==> src/rtl/tagbr_pkg.sv <==
package tagbr_pkg;
  typedef enum logic [2:0] {
    ST_IDLE,
    ST_DREQ,
    ST_DRSP,
    ST_WBREQ,
    ST_WBRSP,
    ST_FREQ,
    ST_FRSP,
    ST_RESP
  } br_state_e;
endpackage

==> src/rtl/tagbr_rstsync.sv <==
module tagbr_rstsync (
  input  logic clk,
  input  logic rst_n,
  output logic rst_n_sync
);
  logic [1:0] sync_q;

  always_ff @(posedge clk or negedge rst_n) begin
    if (!rst_n) sync_q <= 2'b00;
    else        sync_q <= {sync_q[0], 1'b1};
  end

  assign rst_n_sync = sync_q[1];
endmodule

==> src/rtl/tagbr_split.sv <==
module tagbr_split #(
  parameter int WORDS  = 4,
  parameter int WORD_W = 64
) (
  input  logic [WORDS*(WORD_W+1)-1:0] tagged_in,
  output logic [WORDS*WORD_W-1:0]     plain_out,
  output logic [WORDS-1:0]            tags_out,
  input  logic [WORDS*WORD_W-1:0]     plain_in,
  input  logic [WORDS-1:0]            tags_in,
  output logic [WORDS*(WORD_W+1)-1:0] tagged_out
);
  localparam int SLOT_W = WORD_W + 1;

  for (genvar w = 0; w < WORDS; w++) begin : g_word
    // strip direction
    assign plain_out[w*WORD_W +: WORD_W] = tagged_in[w*SLOT_W +: WORD_W];
    assign tags_out[w]                   = tagged_in[w*SLOT_W + WORD_W];
    // insert direction
    assign tagged_out[w*SLOT_W +: SLOT_W] = {tags_in[w], plain_in[w*WORD_W +: WORD_W]};
  end
endmodule

==> src/rtl/tagbr_tagcache.sv <==
module tagbr_tagcache #(
  parameter int ENTRIES = 16,
  parameter int GRP_W   = 6,
  parameter int GBITS   = 64
) (
  input  logic             clk,
  input  logic             rst_n,
  input  logic [GRP_W-1:0] lk_grp,
  output logic             lk_hit,
  output logic [GBITS-1:0] lk_bits,
  output logic             vic_dirty,
  output logic [GRP_W-1:0] vic_grp,
  input  logic             wr_en,
  input  logic             wr_dirty,
  input  logic [GBITS-1:0] wr_bits
);
  localparam int IDX_W = $clog2(ENTRIES);
  localparam int CT_W  = GRP_W - IDX_W;

  logic [ENTRIES-1:0] valid_q;
  logic [ENTRIES-1:0] dirty_q;
  logic [CT_W-1:0]    ctag_q [ENTRIES];
  logic [GBITS-1:0]   bits_q [ENTRIES];

  logic [IDX_W-1:0] idx;
  logic [CT_W-1:0]  ct;

  assign idx = lk_grp[IDX_W-1:0];
  assign ct  = lk_grp[GRP_W-1:IDX_W];

  assign lk_hit    = valid_q[idx] && (ctag_q[idx] == ct);
  assign lk_bits   = bits_q[idx];
  assign vic_dirty = valid_q[idx] && dirty_q[idx] && !lk_hit;
  assign vic_grp   = {ctag_q[idx], idx};

  for (genvar e = 0; e < ENTRIES; e++) begin : g_entry
    logic sel;
    assign sel = wr_en && (idx == IDX_W'(e));

    always_ff @(posedge clk or negedge rst_n) begin
      if (!rst_n) begin
        valid_q[e] <= 1'b0;
        dirty_q[e] <= 1'b0;
      end else if (sel) begin
        valid_q[e] <= 1'b1;
        dirty_q[e] <= wr_dirty;
      end
    end

    always_ff @(posedge clk) begin
      if (sel) begin
        ctag_q[e] <= ct;
        bits_q[e] <= wr_bits;
      end
    end
  end
endmodule

==> src/rtl/tagbr_ctrl.sv <==
module tagbr_ctrl
  import tagbr_pkg::*;
#(
  parameter int LINE_AW  = 10,
  parameter int WORDS    = 4,
  parameter int LINE_W   = 256,
  parameter int GBITS    = 64,
  parameter int OFF_W    = 4,
  parameter int GRP_W    = 6,
  parameter int MEM_AW   = 11,
  parameter int TAG_BASE = 1024
) (
  input  logic               clk,
  input  logic               rst_n,
  input  logic               up_req_valid,
  output logic               up_req_ready,
  input  logic               up_req_write,
  input  logic [LINE_AW-1:0] up_req_addr,
  input  logic [LINE_W-1:0]  req_plain,
  input  logic [WORDS-1:0]   req_tags,
  output logic               up_rsp_valid,
  input  logic               up_rsp_ready,
  output logic [LINE_W-1:0]  rsp_plain,
  output logic [WORDS-1:0]   rsp_tags,
  output logic               rsp_is_write,
  output logic               mem_req_valid,
  input  logic               mem_req_ready,
  output logic               mem_req_write,
  output logic [MEM_AW-1:0]  mem_req_addr,
  output logic [LINE_W-1:0]  mem_req_wdata,
  input  logic               mem_rsp_valid,
  input  logic [LINE_W-1:0]  mem_rsp_rdata,
  output logic [GRP_W-1:0]   lk_grp,
  input  logic               lk_hit,
  input  logic [GBITS-1:0]   lk_bits,
  input  logic               vic_dirty,
  input  logic [GRP_W-1:0]   vic_grp,
  output logic               tc_wr_en,
  output logic               tc_wr_dirty,
  output logic [GBITS-1:0]   tc_wr_bits
);
  localparam logic [MEM_AW-1:0] TBASE = MEM_AW'(TAG_BASE);

  br_state_e          st_q, st_d;
  logic               wr_q;
  logic [LINE_AW-1:0] addr_q;
  logic [LINE_W-1:0]  data_q;
  logic [WORDS-1:0]   tags_q;
  logic [OFF_W-1:0]   off;
  logic               req_ld, rd_ld;

  assign off    = addr_q[OFF_W-1:0];
  assign lk_grp = addr_q[LINE_AW-1:OFF_W];

  function automatic logic [GBITS-1:0] merge_tags(input logic [GBITS-1:0] base,
                                                  input logic [OFF_W-1:0] pos,
                                                  input logic [WORDS-1:0] t);
    logic [GBITS-1:0] r;
    r = base;
    r[int'(pos)*WORDS +: WORDS] = t;
    return r;
  endfunction

  // next state and tag-cache update
  always_comb begin
    st_d        = st_q;
    tc_wr_en    = 1'b0;
    tc_wr_dirty = 1'b0;
    tc_wr_bits  = lk_bits;
    unique case (st_q)
      ST_IDLE:  if (up_req_valid) st_d = ST_DREQ;
      ST_DREQ:  if (mem_req_ready) st_d = ST_DRSP;
      ST_DRSP: begin
        if (mem_rsp_valid) begin
          if (lk_hit) begin
            if (wr_q) begin
              tc_wr_en    = 1'b1;
              tc_wr_dirty = 1'b1;
              tc_wr_bits  = merge_tags(lk_bits, off, tags_q);
            end
            st_d = ST_RESP;
          end else if (vic_dirty) begin
            st_d = ST_WBREQ;
          end else begin
            st_d = ST_FREQ;
          end
        end
      end
      ST_WBREQ: if (mem_req_ready) st_d = ST_WBRSP;
      ST_WBRSP: if (mem_rsp_valid) st_d = ST_FREQ;
      ST_FREQ:  if (mem_req_ready) st_d = ST_FRSP;
      ST_FRSP: begin
        if (mem_rsp_valid) begin
          tc_wr_en    = 1'b1;
          tc_wr_dirty = wr_q;
          tc_wr_bits  = wr_q ? merge_tags(mem_rsp_rdata[GBITS-1:0], off, tags_q)
                             : mem_rsp_rdata[GBITS-1:0];
          st_d = ST_RESP;
        end
      end
      ST_RESP:  if (up_rsp_ready) st_d = ST_IDLE;
      default:  st_d = ST_IDLE;
    endcase
  end

  // output decode
  always_comb begin
    mem_req_valid = 1'b0;
    mem_req_write = 1'b0;
    mem_req_addr  = '0;
    mem_req_wdata = '0;
    unique case (st_q)
      ST_DREQ: begin
        mem_req_valid = 1'b1;
        mem_req_write = wr_q;
        mem_req_addr  = MEM_AW'(addr_q);
        mem_req_wdata = wr_q ? data_q : '0;
      end
      ST_WBREQ: begin
        mem_req_valid = 1'b1;
        mem_req_write = 1'b1;
        mem_req_addr  = TBASE + MEM_AW'(vic_grp);
        mem_req_wdata = LINE_W'(lk_bits);
      end
      ST_FREQ: begin
        mem_req_valid = 1'b1;
        mem_req_addr  = TBASE + MEM_AW'(lk_grp);
      end
      default: ;
    endcase
  end

  assign up_req_ready = (st_q == ST_IDLE);
  assign up_rsp_valid = (st_q == ST_RESP);
  assign rsp_plain    = data_q;
  assign rsp_tags     = lk_bits[int'(off)*WORDS +: WORDS];
  assign rsp_is_write = wr_q;

  assign req_ld = (st_q == ST_IDLE) && up_req_valid;
  assign rd_ld  = (st_q == ST_DRSP) && mem_rsp_valid && !wr_q;

  always_ff @(posedge clk or negedge rst_n) begin
    if (!rst_n) begin
      st_q <= ST_IDLE;
      wr_q <= 1'b0;
    end else begin
      st_q <= st_d;
      if (req_ld) wr_q <= up_req_write;
    end
  end

  always_ff @(posedge clk) begin
    if (req_ld) begin
      addr_q <= up_req_addr;
      tags_q <= req_tags;
    end
    if (req_ld)      data_q <= req_plain;
    else if (rd_ld)  data_q <= mem_rsp_rdata;
  end
endmodule

==> src/rtl/tagmem_bridge.sv <==
module tagmem_bridge #(
  parameter int WORDS       = 4,
  parameter int WORD_W      = 64,
  parameter int LINE_AW     = 10,
  parameter int GROUP_LINES = 16,
  parameter int TC_ENTRIES  = 16,
  parameter int MEM_AW      = 11,
  parameter int TAG_BASE    = 1024
) (
  input  logic                         clk,
  input  logic                         rst_n,
  input  logic                         up_req_valid,
  output logic                         up_req_ready,
  input  logic                         up_req_write,
  input  logic [LINE_AW-1:0]           up_req_addr,
  input  logic [WORDS*(WORD_W+1)-1:0]  up_req_line,
  output logic                         up_rsp_valid,
  input  logic                         up_rsp_ready,
  output logic [WORDS*(WORD_W+1)-1:0]  up_rsp_line,
  output logic                         mem_req_valid,
  input  logic                         mem_req_ready,
  output logic                         mem_req_write,
  output logic [MEM_AW-1:0]            mem_req_addr,
  output logic [WORDS*WORD_W-1:0]      mem_req_wdata,
  input  logic                         mem_rsp_valid,
  input  logic [WORDS*WORD_W-1:0]      mem_rsp_rdata
);
  localparam int LINE_W  = WORDS * WORD_W;
  localparam int TLINE_W = WORDS * (WORD_W + 1);
  localparam int OFF_W   = $clog2(GROUP_LINES);
  localparam int GRP_W   = LINE_AW - OFF_W;
  localparam int GBITS   = GROUP_LINES * WORDS;

  logic               rst_n_sync;
  logic [LINE_W-1:0]  req_plain, rsp_plain;
  logic [WORDS-1:0]   req_tags, rsp_tags;
  logic [TLINE_W-1:0] rsp_tagged;
  logic               rsp_is_write;
  logic [GRP_W-1:0]   lk_grp, vic_grp;
  logic               lk_hit, vic_dirty;
  logic [GBITS-1:0]   lk_bits, tc_wr_bits;
  logic               tc_wr_en, tc_wr_dirty;

  tagbr_rstsync u_rst (
    .clk        (clk),
    .rst_n      (rst_n),
    .rst_n_sync (rst_n_sync)
  );

  tagbr_split #(.WORDS(WORDS), .WORD_W(WORD_W)) u_split (
    .tagged_in  (up_req_line),
    .plain_out  (req_plain),
    .tags_out   (req_tags),
    .plain_in   (rsp_plain),
    .tags_in    (rsp_tags),
    .tagged_out (rsp_tagged)
  );

  tagbr_tagcache #(.ENTRIES(TC_ENTRIES), .GRP_W(GRP_W), .GBITS(GBITS)) u_tc (
    .clk       (clk),
    .rst_n     (rst_n_sync),
    .lk_grp    (lk_grp),
    .lk_hit    (lk_hit),
    .lk_bits   (lk_bits),
    .vic_dirty (vic_dirty),
    .vic_grp   (vic_grp),
    .wr_en     (tc_wr_en),
    .wr_dirty  (tc_wr_dirty),
    .wr_bits   (tc_wr_bits)
  );

  tagbr_ctrl #(
    .LINE_AW(LINE_AW), .WORDS(WORDS), .LINE_W(LINE_W), .GBITS(GBITS),
    .OFF_W(OFF_W), .GRP_W(GRP_W), .MEM_AW(MEM_AW), .TAG_BASE(TAG_BASE)
  ) u_ctrl (
    .clk           (clk),
    .rst_n         (rst_n_sync),
    .up_req_valid  (up_req_valid),
    .up_req_ready  (up_req_ready),
    .up_req_write  (up_req_write),
    .up_req_addr   (up_req_addr),
    .req_plain     (req_plain),
    .req_tags      (req_tags),
    .up_rsp_valid  (up_rsp_valid),
    .up_rsp_ready  (up_rsp_ready),
    .rsp_plain     (rsp_plain),
    .rsp_tags      (rsp_tags),
    .rsp_is_write  (rsp_is_write),
    .mem_req_valid (mem_req_valid),
    .mem_req_ready (mem_req_ready),
    .mem_req_write (mem_req_write),
    .mem_req_addr  (mem_req_addr),
    .mem_req_wdata (mem_req_wdata),
    .mem_rsp_valid (mem_rsp_valid),
    .mem_rsp_rdata (mem_rsp_rdata),
    .lk_grp        (lk_grp),
    .lk_hit        (lk_hit),
    .lk_bits       (lk_bits),
    .vic_dirty     (vic_dirty),
    .vic_grp       (vic_grp),
    .tc_wr_en      (tc_wr_en),
    .tc_wr_dirty   (tc_wr_dirty),
    .tc_wr_bits    (tc_wr_bits)
  );

  assign up_rsp_line = rsp_is_write ? '0 : rsp_tagged;
endmodule

==> config.mk <==
export PLATFORM = sky130hd
export DESIGN_NAME = tagmem_bridge
export DESIGN_NICKNAME = d
export VERILOG_FILES = /design/src/rtl/tagbr_pkg.sv /design/src/rtl/tagbr_rstsync.sv /design/src/rtl/tagbr_split.sv /design/src/rtl/tagbr_tagcache.sv /design/src/rtl/tagbr_ctrl.sv /design/src/rtl/tagmem_bridge.sv
export SDC_FILE = /design/constraint.sdc
export NUM_CORES = 2
export LEC_CHECK = 0
export CAP_MARGIN = 20
export CORE_AREA = 2 2 419 421
export DETAILED_ROUTE_END_ITERATION = 16
export DIE_AREA = 0 0 421 423
export MAX_ROUTING_LAYER = met4
export PLACE_DENSITY = 0.54
export SLEW_MARGIN = 20
export SYNTH_ARGS = -nofsm -noshare
export SYNTH_HDL_FRONTEND = slang
export SYNTH_SLANG_ARGS = --single-unit
==> constraint.sdc <==
create_clock -name clk -period 4.1 [get_ports clk]
set_input_delay 1.025 -clock clk [delete_from_list [all_inputs] [get_ports clk]]
set_output_delay 1.025 -clock clk [all_outputs]
set_load 0.05 [all_outputs]
==> metrics <==
design internal power 32.44 mW; Yosys cell types 81; Worst-Margin Slew 1.022 ns; Most used DFF post-synth edfxtp_1; post-layout util 52.21%; CTS root buf clkbuf_16; gr ovfl total 0; Net Sw Power 19.31 mW; post-DR wirelength/cell 38.95 um; post-synthesis cell area 61610 um^2; critical path type reg2out; Total GRT Usage 34.83%; synthesis-to-finish area growth 46.80%; Avg Synthesized Cell Area 16.13 um^2; Finished Layout Cells 7926; Worst Setup EP up_rsp_line[129]; Required @ worst endpoint 3.07 ns; kind of start point of the critical path flop; largest net degree at the start of global routing 121; number of cell rows 153; fin crit period 4.841 ns; CTS max path bufs 3; Seq cells post-synth 1368; Fin. Hold Viols 0; register area share after synthesis 66.30%; drt pass-1 iters 6; switch share 37.32%; asr flop ratio synth 2.778%; RSZ-0062 raised after global routing true; reg2reg start u_ctrl.addr_q[0]; Port Buffers 1063; cell area power density 572.3 nW/um^2; r2r setup slk 0.11 ns; Setup Skew 0.06852 ns; Nets 5967; Max-cap violations 0; Final Max Slew Viols 0; Clock power frac 27.4%; crit end category output pin; Post-synth EDFFs 1326; count of final setup violators 61; placed cell count 7455; clock sink count 1368; Initial Utilization 35.56%; vias per cell 5.668; Worst-Skew Late Latency 0.85 ns; # DRC 0; WL final 308800 um; number of fill cells 14400; RePlAce Congestion 0.9997; Worst Reg-to-Reg Cells 10; dpl ws -0.3739 ns; io pins 1064; TritonCTS buffer count 153; antenna violations before repair 94; height of the chip 423 um; die area 178100 um^2; hold_buf cts 0; Hold Path Class reg2async; 1st-iter DRT viols 5347; Synthesized Nets 4354; Flop pwr share 35.2%; Slew headroom 31.73%; CTS clk-pin slew, worst paths 0.06 ns; CTS tree done; worst-path fanout max 8; DR vias 44930; Lkg Pwr 31.94 nW; Gate power share 37.4%; Yosys warnings 0; outcome complete, but fails checks; H-tree depth 4; post-route clock period utilization 118.1%; core area 173200 um^2; fmax 0.2066 GHz; wire length of the first global-routing pass 403100 um; Total Power 51.76 mW; worst r2r dst u_tc.bits_q[0][19]; vias in the first global route 43100; critical path arrival 3.82 ns; Die W 421 um; antenna viol nets, final 0; failing checks setup timing; Post-DP HPWL 237400 um; worst setup margin -0.7414 ns; share of post-route cells with drive strength above 1 37.99%; Cells after Synth 3819; Peak supply drop 471.4 uV; worst hold slack 0.3134 ns
-- worst min-delay path by stage --
stage,slack (ns),cells past startpoint,end,from
finish,0.31,1,u_tc.dirty_q[1],u_rst.sync_q[1]
global route,0.36,1,u_rst.sync_q[1],rst_n
CTS,0.33,1,u_rst.sync_q[1],rst_n
detailed placement,0.30,1,u_tc.valid_q[0],u_rst.sync_q[1]
global placement,0.33,1,u_tc.valid_q[0],u_rst.sync_q[1]
floorplan,0.33,0,u_rst.sync_q[1],u_rst.sync_q[0]
-- power groups by stage --
stage	logic, mW	registers [mW]	clock network, mW
CTS	18.9	18.2	14.4
finish	19.3	18.2	14.2
floorplan	9.06	18.0	0
detailed placement	17.8	18.5	0
global placement	17.8	18.5	0
global route	19.8	18.2	14.9
-- cells in the mapped netlist, drive strengths merged (38+ instances only) --
library cell	instances	share of area, %
mux2	313	5.7
clkbuf	164	1.0
nand3	50	0.41
nand2	293	1.8
and2	212	2.2
o21ai	146	1.2
dfrtp	38	1.5
buf	104	1.0
mux4	290	11
nor2b	270	2.7
mux2i	106	1.7
edfxtp	1326	65
a21oi	40	0.32
nor2	101	0.62
-- sequential cells by signal (all words and copies together) (netlist names), named ones only --
name / count
u_ctrl.st_q: 3
u_ctrl.rsp_is_write: 1
u_ctrl.tags_q: 4
u_tc.bits_q: 1024
u_rst.sync_q: 2
u_tc.dirty_q: 16
u_ctrl.addr_q: 10
u_ctrl.rsp_plain: 256
u_tc.valid_q: 16
u_tc.ctag_q: 32
-- cells by family after synthesis --
kind of cell               count (synthesis)  share of synthesized area [%]
muxes                                    709                          18.04
and+or+nand+nor                         1025                          8.676
DFF                                     1368                          66.30
other                                      1                       0.006087
adders and majority gates                  2                        0.04061
xor gates and xnor gates                   3                        0.04266
buffers and inverters                    298                          2.197
AOI/OAI and AO/OA                        413                          4.689
-- critical path: stages, from the launching register on --
cell and delay, ns:
dfxtp_4 0.48, buf_12 0.18, buf_12 0.14, mux4_2 0.51
mux4_2 0.57, and2_1 0.20, a31o_2 0.23, a211oi_4 0.30
o32ai_4 0.18, buf_12 0.22
-- metrics by stage --
| step | area [um^2] | setup TNS, ns |
|---|---|---|
| after floorplan | 61740 | -10.74 |
| after global placement | 81640 | -0.8472 |
| after detailed placement | 81640 | -0.8509 |
| after CTS | 89520 | -16.79 |
| after global routing | 90420 | -17.66 |
| final | 90440 | -13.31 |
-- cell type report --
class	instances	area, um^2	share of cell area (%)
Sequential cell	1368	40870	45.18
Multi-Input combinational cell	2153	20870	23.07
Timing Repair Buffer	1726	20410	22.57
Clock buffer	185	4020	4.445
Tap cell	2325	2909	3.216
Clock inverter	97	1135	1.255
Inverter	30	130.1	0.1439
Antenna cell	42	105.1	0.1162
-- layout by cell type (no fill, tap or decap), types with 16 or more instances in the layout --
cell type        netlist  routed
mux2i_1              106      80
nand3_1               50      48
buf_12                 0     383
nand2_2                0      37
buf_4                 31     501
buf_8                  0      24
diode_2                0      42
o211ai_1              27      27
and3_1                22      21
a21oi_1               40      39
and2_1               210     208
dfrtp_1               38      36
o21ai_4                0      42
mux2i_2                0      16
buf_6                 10     114
nor3_1                26      24
nor2_1               101      93
clkinv_2               0      36
a22o_1                24      20
edfxtp_1            1326    1326
clkdlybuf4s50_1        0     661
mux4_2               290     290
o21ai_2                2      47
mux2_4                 0      21
clkbuf_16              0     156
o21ai_0              136      43
nand2_1              293     244
nor2b_1              270     270
nand2b_1              19      19
dlygate4sd2_1          0      19
mux2_2               312     291
clkinv_1               2      36
clkbuf_1             164      26
-- layer usage --
metal  global-route usage [%]  part of all wire [%]
met4                    18.79                   6.8
met2                    54.98                    48
met5                        -                     0
met3                    5.503                   7.0
met1                    43.16                    39
-- timing repair --
action	in CTS	in global routing
gates resized for setup	483	147
endpoints found under the setup margin	89	105
gates cloned	9	2
pin swaps	52	47
buffers inserted	106	52
Power figures use the tool's default switching activity.
